==> config.mk <==
export PLATFORM = sky130hd
export DESIGN_NAME = nib_regbank
export DESIGN_NICKNAME = d
export VERILOG_FILES = /design/src/rtl/nib_regbank.sv
export SDC_FILE = /design/constraint.sdc
export NUM_CORES = 1
export LEC_CHECK = 0
export ABC_CLOCK_PERIOD_IN_PS = 1100
export BUFFER_PORTS_ARGS = -buffer_cell sky130_fd_sc_hd__buf_2
export CAP_MARGIN = 0
export CORE_MARGIN = 1.5
export CORE_UTILIZATION = 47
export CTS_BUF_LIST = sky130_fd_sc_hd__clkbuf_4 sky130_fd_sc_hd__clkbuf_8
export DETAILED_ROUTE_END_ITERATION = 6
export PLACE_DENSITY = 0.77
export SLEW_MARGIN = 20
export SYNTH_ARGS = -nofsm -noshare
export SYNTH_HDL_FRONTEND = slang
export SYNTH_SLANG_ARGS = --single-unit
==> constraint.sdc <==
create_clock -name clk -period 1.1 [get_ports clk]
set_clock_uncertainty 0.2 [all_clocks]
set_input_delay 0.11 -clock clk [delete_from_list [all_inputs] [get_ports clk]]
set_output_delay 0.11 -clock clk [all_outputs]
set_load 0.01 [all_outputs]
==> src/rtl/nib_regbank.sv <==
module nib_regbank #(
  parameter int NW = 4,
  parameter int NR = 4
) (
  input  logic                  clk,
  input  logic                  rst,
  input  logic                  wr_en,
  input  logic [$clog2(NR)-1:0] wr_idx,
  input  logic [NW-1:0]         wr_data,
  input  logic [$clog2(NR)-1:0] sel_a,
  input  logic [$clog2(NR)-1:0] sel_b,
  input  logic                  ptr_sel,
  output logic [NW-1:0]         rd_a,
  output logic [NW-1:0]         rd_b,
  output logic [2*NW-1:0]       ptr_addr
);
  logic [NW-1:0] regs [NR];

  always_ff @(posedge clk) begin
    if (rst) begin
      for (int i = 0; i < NR; i++) regs[i] <= '0;
    end else if (wr_en) begin
      regs[wr_idx] <= wr_data;
    end
  end

  assign rd_a     = regs[sel_a];
  assign rd_b     = regs[sel_b];
  assign ptr_addr = ptr_sel ? {regs[3], regs[2]} : {regs[1], regs[0]};
endmodule


==> impl_metrics.toml <==
[clocking]
cts_buffers = 3
cts.sinks = 16
clkTransAtPathRegs_ps = 80
h-tree-depth = 1
cts_tree = "built"
clockBufferDepth = 2
cts-root-buf = "clkbuf_4"

[sta]
setup_ws_ps = -547
timing.hold.ws_ps = 119
rsz0062_at_grt = "yes"
maxSlewViolCount = 0
relSlewSlack_pct = 84.4
hold_viol_final = 0
fmax_mhz = 607
period_minus_slack_ps = 1650
finalCritPeriodShare_pct = 150
setup_viol = 16
worst_pin_slew_ps = 234

[synthesis]
ys_types = 12
yosysSeqAreaShare_pct = 49.3
syn-cell-area_um2 = 975
ys.flop_type = "edfxtp_1"
syn-instance-count = 59
ys_warn_count = 0
synthTopCellsByCount = "16 x and2_1, 16 x edfxtp_1, 8 x mux2_2, 8 x mux4_1"
synth_nets = 73
avgSynthCellArea_um2 = 16.5
synth_top_area_cell = "edfxtp_1"
synthArstFlopShare_pct = 0
yosysTopAreaCellShare_pct = 49.3
synth_edf_count = 16
synth-seq-cells = 16
yosys-top-cells-area = "edfxtp_1 49%, mux4_1 22%, and2_1 10%"

[layout]
fin_util_pct = 67.7
area_growth_pct = 36.2
seq_area_um2 = 480
multiInputGateArea_um2 = 470
top_register = "regs"
final_area_um2 = 1330
diodes = 0
drive_above_1_share_pct = 60.6
largest_reg_flops = 16
nets = 120
fin_cells = 131
fillers = 151
reg_top3 = "regs: 16 flops"

[setup_path]
critPathArrivalTime_ps = 1340
critPathMaxFanout = 3
end_kind = "output port"
critPathKind = "flop to output port"
startpoint_type = "flop"
critPathRequiredTime_ps = 790

[detailed_routing]
ant_nets = 0
viasPerCell = 5.25
drt_first_pass_iters = 4
wirelength_mm = 1.92
via_count = 688
routedWlPerCell_um = 14.6
drc = 0
drt_iter0_markers = 11

[worst_hold_path]
hold_end = "regs[3][1]"
worstHoldPathCells = 2
holdCritStartpoint = "wr_en"
min_path_type = "input port to flop"

[placement]
placed_area_um2 = 1190
gp_congestion = 0.811
dp.cells = 123
hpwl_mm = 1.46
port_buffers = 29
post-place-ws_ps = -244

[grt]
grt_pass1_wl_mm = 3.08
antenna_found_initial = 0
grt_pass1_vias = 670
overflow = 0
grt_max_degree = 9
grtUsageTotal_pct = 17.6

[status]
violations = "setup timing"
status = "finished with violations"

[pwr]
static-leakage-power_nw = 0.549
peakVddDrop_uv = 613
power.density_nw_per_um2 = 1090

[floorplanning]
die_area_um2 = 2360
start_util_pct = 49.7
die_x_um = 48.5
row_count = 16
die-height_um = 48.5
coreArea_um2 = 1960
io_pins = 30

[run]
max-cap-violations = 0
==> layout make-up <==
type                    instances  area share, %
well taps                      27           2.54
multi-input cells              41           35.4
clock buffers                   3           1.70
inverters                       1          0.283
repair buffers                 43           23.8
flip-flops and latches         16           36.2
==> timing repair <==
| action | in CTS | in global routing |
|---|---|---|
| resized for setup | 6 | 7 |
| hold endpoints to repair | 16 | 0 |
| hold buffers | 4 | 0 |
| endpoints found under the setup margin | 16 | 16 |
| setup buffers | 0 | 1 |
==> worst max path at each step <==
stage / endpoint / slack (ps) / depth (start not counted) / from
after floorplan: rd_a[0] / -80 / 1 / regs[3][0]
after global placement: rd_b[0] / -220 / 2 / regs[3][0]
after CTS: rd_b[1] / -560 / 2 / regs[3][1]
after global routing: rd_b[1] / -610 / 2 / regs[3][1]
after detailed placement: rd_b[1] / -240 / 2 / regs[3][1]
final: rd_a[1] / -550 / 2 / regs[3][1]
==> routing by layer <==
layer  global-route usage, %  part of all wire (%)  vias up
met5                       0                     0        -
met4                    8.57                   1.8        0
met3                    3.70                   4.2        5
met2                    30.8                    53       29
met1                    20.5                    41      326
li1                        -                     -      328
==> cells in the final DEF (no fill, tap or decap), drive strengths merged <==
cell and n:
mux4 8, nand2b 1, nor4b 1, clkbuf 3, and4bb 2, o21bai 2
dlygate4sd3 4, buf 39, nor2b 1, edfxtp 16, and2 16, inv 1
mux2 8, a31o 2
==> stage by stage <==
stage                     power (mW)  TNS [ps]
after floorplan                0.932      -634
after global placement          1.08     -2440
after detailed placement        1.09     -2820
after CTS                       1.42     -6940
after global routing            1.52     -7820
final                           1.45     -6980
==> report_power, final <==
| part | internal [mW] | switching [mW] |
|---|---|---|
| combinational | 0.244 | 0.153 |
| sequential | 0.722 | 0.0330 |
| clock | 0.127 | 0.169 |
==> cell families after synthesis <==
| logic type | Yosys count | share of synthesized area, % |
|---|---|---|
| AND/OR/NAND/NOR | 21 | 15.7 |
| AO/OA/AOI/OAI | 4 | 3.34 |
| flip-flops | 16 | 49.3 |
| multiplexers | 16 | 30.8 |
| buffers and inverters | 2 | 0.898 |
==> worst max-delay path: stages, from the launching register on <==
cell	delay (ps)
edfxtp_1	420
mux4_2	480
buf_2	150
Power figures use the tool's default switching activity.
